File: src/rtl/fpgp_move.sv
module fpgp_move (
  input  logic        clk,
  input  logic        rst_n,
  input  logic        in_valid,
  input  logic        to_float,
  input  logic [1:0]  mode,
  input  logic [63:0] src_word,
  input  logic        sum_ovf,
  input  logic [3:0]  fp_status,
  output logic        out_valid,
  output logic [63:0] out_word,
  output logic        int_cc_we,
  output logic        fp_cc_we,
  output logic [3:0]  cc_field
);

  localparam logic [10:0] DN_LO = 11'd874;
  localparam logic [10:0] DN_HI = 11'd896;

  function automatic logic [31:0] narrow(input logic [63:0] d);
    logic [10:0] e;
    logic [52:0] m;
    logic [52:0] sh;
    logic [10:0] n;
    e = d[62:52];
    m = {1'b1, d[51:0]};
    n = 11'd926 - e;
    sh = m >> n;
    if (e >= DN_LO && e <= DN_HI) narrow = {d[63], 8'h00, sh[22:0]};
    else                          narrow = {d[63:62], d[58:29]};
  endfunction

  function automatic logic [63:0] widen(input logic [31:0] s);
    logic [7:0]  e;
    logic [22:0] f;
    logic [4:0]  p;
    logic [5:0]  amt;
    logic [52:0] sh;
    e = s[30:23];
    f = s[22:0];
    p = 5'd0;
    for (int i = 0; i < 23; i++) if (f[i]) p = 5'(i);
    amt = 6'd52 - {1'b0, p};
    sh = {30'b0, f} << amt;
    if (e == 8'hFF)       widen = {s[31], 11'h7FF, f, 29'b0};
    else if (e != 8'h00)  widen = {s[31], {3'b0, e} + DN_HI, f, 29'b0};
    else if (f == 23'b0)  widen = {s[31], 63'b0};
    else                  widen = {s[31], DN_LO + {6'b0, p}, sh[51:0]};
  endfunction

  logic [63:0] nxt_word;
  logic        nxt_iwe, nxt_fwe;
  logic [3:0]  nxt_cc;

  always_comb begin
    if (!mode[1])      nxt_word = src_word;
    else if (to_float) nxt_word = widen(src_word[31:0]);
    else               nxt_word = {32'b0, narrow(src_word)};
  end

  assign nxt_iwe = mode[0] & ~to_float;
  assign nxt_fwe = mode[0] & to_float;

  always_comb begin
    nxt_cc = 4'b0;
    if (nxt_iwe)
      nxt_cc = {nxt_word[63], ~nxt_word[63] & (|nxt_word), ~(|nxt_word), sum_ovf};
    else if (nxt_fwe)
      nxt_cc = fp_status;
  end

  always_ff @(posedge clk) begin
    if (!rst_n) begin
      out_valid <= 1'b0;
      out_word  <= '0;
      int_cc_we <= 1'b0;
      fp_cc_we  <= 1'b0;
      cc_field  <= '0;
    end else begin
      out_valid <= in_valid;
      if (in_valid) begin
        out_word  <= nxt_word;
        int_cc_we <= nxt_iwe;
        fp_cc_we  <= nxt_fwe;
        cc_field  <= nxt_cc;
      end else begin
        int_cc_we <= 1'b0;
        fp_cc_we  <= 1'b0;
      end
    end
  end

  p_valid_follows_r2: assert property (@(posedge clk) disable iff (!rst_n)
    in_valid |=> out_valid);
  p_idle_holds_r2: assert property (@(posedge clk) disable iff (!rst_n)
    !in_valid |=> !out_valid && $stable(out_word) && $stable(cc_field));
  p_double_copy_r3: assert property (@(posedge clk) disable iff (!rst_n)
    (in_valid && !mode[1]) |=> out_word == $past(src_word));
  p_upper_zero_r4: assert property (@(posedge clk) disable iff (!rst_n)
    (in_valid && mode[1] && !to_float) |=> out_word[63:32] == 32'b0);
  p_int_cc_onehot_r8: assert property (@(posedge clk) disable iff (!rst_n)
    int_cc_we |-> $onehot(cc_field[3:1]));
  p_cc_exclusive_r9: assert property (@(posedge clk) disable iff (!rst_n)
    !(int_cc_we && fp_cc_we));
  p_no_write_r10: assert property (@(posedge clk) disable iff (!rst_n)
    (in_valid && !mode[0]) |=> !int_cc_we && !fp_cc_we && cc_field == 4'b0);

endmodule

File: config.mk
export PLATFORM = sky130hd
export DESIGN_NAME = fpgp_move
export DESIGN_NICKNAME = d
export VERILOG_FILES = /design/src/rtl/fpgp_move.sv
export SDC_FILE = /design/constraint.sdc
export NUM_CORES = 1
export LEC_CHECK = 0
export ABC_AREA = 1
export BUFFER_PORTS_ARGS = -buffer_cell sky130_fd_sc_hd__buf_4
export CORE_ASPECT_RATIO = 0.8
export CORE_MARGIN = 4
export CORE_UTILIZATION = 38
export CTS_CLUSTER_DIAMETER = 120
export DETAILED_ROUTE_END_ITERATION = 7
export SKIP_CTS_REPAIR_TIMING = 1
export SLEW_MARGIN = 10
export SYNTH_ARGS = -nofsm -noshare
export SYNTH_HDL_FRONTEND = slang
export SYNTH_SLANG_ARGS = --single-unit
File: constraint.sdc
create_clock -name clk -period 13.6 [get_ports clk]
set_input_delay 2.72 -clock clk [delete_from_list [all_inputs] [get_ports clk]]
set_output_delay 2.72 -clock clk [all_outputs]
set_load 0.05 [all_outputs]
# Word level (Yosys, flattened, before mapping)
# Index checks and enable logic that the tools add are counted.
[word_totals]
register_bits = 71
out_inout_bits = 71
[op_classes]
n_addsub = 4
order_cmp = 2
eq_ne = 1
n_shift = 2
n_mux = 32
bitwise_logic = 6
n_reduce_logical = 5
[op_table]
columns = ["operator", "count"]
rows = [
  ["$mux W63", 3],
  ["$mux W64", 2],
  ["$mux W5", 23],
  ["$reduce_or A64 Y1", 1],
  ["$shr A53 B11 Y23", 1],
  ["$shl A23 B6 Y52", 1],
  ["$mux W31", 1],
  ["$logic_not A23 Y1", 1],
  ["$add A10 B5 Y11 const A", 1],
  ["$add A8 B10 Y11 const B", 1],
  ["$ge A11 B10 Y1 const B", 1],
  ["$le A11 B10 Y1 const B", 1],
  ["$sub A10 B11 Y11 const A", 1],
  ["$eq A8 B8 Y1 const B", 1],
  ["$mux W4", 2],
  ["$reduce_bool A8 Y1", 1],
  ["$sub A6 B5 Y6 const A", 1],
  ["$and A1 B1 Y1", 3],
  ["$not A1 Y1", 3],
  ["$reduce_and A2 Y1", 1],
  ["$logic_and A1 B1 Y1", 1],
  ["$mux W1", 1],
]

# Depth between registers and ports, before layout
[logic_depth]
depth_word = 34
ltp_mapped = 45
ltp_nobuf = 43

# Worst setup path after synthesis
# OpenSTA, ideal clock, no wires.
[synth_timing]
path_kind = "input to register"
from = "input src_word[2]"
to = "register cc_field[1]"
setup_ns = 0.067
arrival_ns = 6.079
t_required_ns = 13.533
setup_slack_ns = 7.454
cell_stages = 40
path_buffers = 3
path_cell_list = "inv_2 > nand2_1 > nand2_1 > nand2_1 > nand2_1 > nand2_1 > nand2_1 > nand2_1 > nand2_1 > nand2_1 > nand2_1 > nand2_1 > nand2_1 > nand2_1 > nand2_1 > nand2_1 > nand2_1 > nand2_1 > [4 not listed] > inv_2 > ha_1 > or2_2 > o21ai_0 > clkbuf_1 > clkbuf_1 > nand3_1 > nand3_1 > nand2_1 > nand2_1 > nand3_1 > nor2_1 > nand2_1 > nor2_1 > nand3_1 > nor2_1 > nand2_1 > a21oi_2"
[synth_between]
elab_chain_len = 33
[synth_lines]
columns = ["item", "line_no", "source"]
rows = [
  ["from (decl)", "7", "input logic [63:0] src_word,"],
  ["$mux W5 (21 in series)", "42", "for (int i = 0; i < 23; i++) if (f[i]) p = 5'(i);"],
  ["$mux W5", "57", "else if (to_float) nxt_word = widen(src_word[31:0]);"],
  ["$mux W5", "56", "if (!mode[1]) nxt_word = src_word;"],
  ["$sub A6 B5 Y6", "43", "amt = 6'd52 - {1'b0, p};"],
  ["$shl A23 B6 Y52", "44", "sh = {30'b0, f} << amt;"],
  ["$mux W63", "47", "else if (f == 23'b0) widen = {s[31], 63'b0};"],
  ["$mux W63", "46", "else if (e != 8'h00) widen = {s[31], {3'b0, e} + DN_HI, f, 29'b0};"],
  ["$mux W63", "45", "if (e == 8'hFF) widen = {s[31], 11'h7FF, f, 29'b0};"],
  ["$mux W64", "57", ""],
  ["$mux W64 (*)", "56", ""],
  ["$reduce_or A64 Y1 (*)", "67", "nxt_cc = {nxt_word[63], ~nxt_word[63] & (|nxt_word), ~(|nxt_word), sum_ovf};"],
  ["$not A1 Y1 (*)", "67", ""],
  ["$mux W4 (*)", "66", "if (nxt_iwe)"],
  ["to (signal assigned)", "85", "cc_field <= nxt_cc;"],
  ["to (decl)", "14", "output logic [3:0] cc_field"],
]
# Mark *: on every way between the ends. The rest lies on a longest branch, timed or not. The select of a mux whose other input is x is not followed.
# A chain may end at the register's enable or synchronous reset.

# Worst setup path after layout
[layout_timing]
from = "input src_word[6]"
to = "register cc_field[1]"
[layout_between]
elab_chain_len = 29
[layout_lines]
columns = ["item", "line_no"]
rows = [
  ["$mux W5 (17 in series)", "42"],
  ["$mux W5", "57"],
  ["$mux W5", "56"],
  ["$sub A6 B5 Y6", "43"],
  ["$shl A23 B6 Y52", "44"],
  ["$mux W63", "47"],
  ["$mux W63", "46"],
  ["$mux W63", "45"],
  ["$mux W64", "57"],
  ["$mux W64 (*)", "56"],
  ["$reduce_or A64 Y1 (*)", "67"],
  ["$not A1 Y1 (*)", "67"],
  ["$mux W4 (*)", "66"],
]
# Marked as above.

==> run summary <==
Average wire per standard cell = 24.2 um
Crit share post-route = 59.0%
RSZ-0062 raised after global routing = false
# rows = 51
WP data arrival = 8300 ps
Global-route wire length before repair = 79.2 mm
Run status = finished, final reports clean
Fin crit period = 8030 ps
Crit Path Max Fanout = 34
Root Driver = clkbuf_16
Core ar. = 24700 um2
Synth Net Count = 1931
Max stage delay on crit path = 380 ps
Layout cell share with drive strength beyond 1 = 12.1%
Vias in the first global route = 12.2k
Power per cell area = 89.2 nW/um2
Family with the most delay on the worst path = simple AND/OR/NAND/NOR gates
Final Slew Violations = 0
Worst skew pair latency = 330 ps
Setup TNS = 0 ps
Worst path most repeated cell = nand2_1
Total gr overflow = 0
WHS = 470 ps
Final ANT Viol Nets = 0
DR vias/cell = 6.12
Worst Clk Skew = 0 ps
Syn avg cell area = 5.23 um2
DIE WIDTH = 187 um
Top_reg_cell synth = dfxtp_1
Total Power = 0.988 mW
Max Cap Viol = 0
Number of port buffers = 145
DRC errors left = 0
Initial DRC count = 2221
I/O pin count = 146
Initial antenna violation count = 0
Maximum VDD drop = 102 uV
1st-pass router iterations = 8
Initial Util = 39.2%
Most common cell after layout, fill and taps aside = nand2_1
Clock slew seen by the registers of the worst setup and hold paths = 60 ps
Final net count = 1981
Synth async-reset ratio = 0%
Relative slew slack = 22.2%
Worst-case clock buffer depth = 2
CP endpoint kind = flip-flop
H-Tree Depth = 3
Via count = 13.6k
Final core utilization = 44.9%
Most frequent cells in the layout = 652 x nand2_1, 255 x nand3_1, 165 x buf_4, 164 x o21ai_0, 124 x inv_1
CTS tree = built
#FFs+latches synth = 71
Final setup violation count = 0
Worst Tran Pin Value = 1170 ps
Static Leak = 5.47 nW
Critical path required time = 13870 ps
Final hold vios = 0
Synth Instances = 1851
Die H = 151 um
Layout area overhead = 14.4%
Critical path class = in2reg
EDFF count, synth = 0
Bufs and invs on worst path = 6
Warnings from Yosys = 0
Total die area = 28100 um2
Netlist Area Pre-Place = 9690 um2
Synth unique cells = 53
Post-DP HPWL = 41.9 mm
Clock sink count = 71
CP max-delay cell = nand2_4
HP Class = reg2reg
GRT Total Usage = 36.7%
Crit start category = input port
FMAX = 0.125 GHz
TritonCTS buffer count = 9
Seq/Total Area, Yosys = 14.7%
Antenna diodes = 0
Largest net degree at the start of global routing = 87
Placer Congestion = 1.04
Drt total wl = 53.8 mm
synth_stat cells, drive strengths merged (2+ instances only):
library cell  number  area, um2
nand2            669       2580
nand3            258       1320
o21ai            206       1040
inv              135        507
nor2             127        504
a21oi             96        488
clkbuf            76        285
dfxtp             71       1420
buf               50        302
o211ai            43        328
mux2i             23        230
nand4             15        100
o22ai             10       62.6
or2               10       62.6
a31oi              9       56.3
nor3               9       45.0
clkinv             7       26.3
xor2               6       52.6
a22oi              5       42.5
ha                 5       62.6
a21boi             3       22.5
nor4               3       18.8
a221oi             2       17.5
o311ai             2       17.5
o31ai              2       15.0
worst register-to-register path, stage by stage (launching register included):
cell and delay [ps]:
dfxtp_1 330, o21ai_0 80, a31o_2 250, inv_1 40
layout make-up:
type                    instances  area (um2)
fillers                      2823       13600
multi-input cells            1512        7160
flip-flops and latches         71        1420
repair buffers                165        1240
inverters                     142         533
well taps                     318         398
clock buffers                  10         229
clock inverters                 6        92.6
per-stage QoR:
stage	setup WS (ps)	cells	area, um2
3_3_place_gp	5510	2208	10800
6_report	5570	2224	11100
5_1_grt	5150	2224	11100
4_1_cts	5850	2224	11100
3_5_place_dp	5540	2208	10800
2_1_floorplan	7450	1851	9690
path summary, 6_finish.rpt:
path              cells after the start  slack (ps)         from           to
setup reg to reg                      3       12860  cc_field[0]  cc_field[0]
setup / recovery                     38        5570  src_word[6]  cc_field[1]
hold reg to reg                       2         470  out_word[0]  out_word[0]
hold / removal                        2         470  out_word[0]  out_word[0]
flip-flops by register name, summed over array words and instances (netlist names):
| signal | flops |
|---|---|
| out_word | 64 |
| cc_field | 4 |
| fp_cc_we | 1 |
| int_cc_we | 1 |
| out_valid | 1 |
per-layer routing:
layer	routed length, um	part of all wire [%]	track usage (%)
met1	24000	45	54.7
met4	1930	3.6	12.1
met2	20000	37	48.6
met5	0	0	0.699
met3	7890	15	12.5
cell families after synthesis:
logic type      after synthesis  share of synthesized area [%]
simple gates               1093                           48.0
compound gates              385                           22.2
buf+inv                     268                           11.6
flops                        71                           14.7
mux                          23                           2.38
xor+xnor                      6                          0.542
fa+ha+maj                     5                          0.646
power by group:
part	leakage [nW]	internal (mW)	switching, mW
Clock	0.150	0.162	0.0936
Combinational	4.73	0.134	0.367
Sequential	0.589	0.223	0.00933
Total	5.47	0.519	0.470
Power figures use the tool's default switching activity.
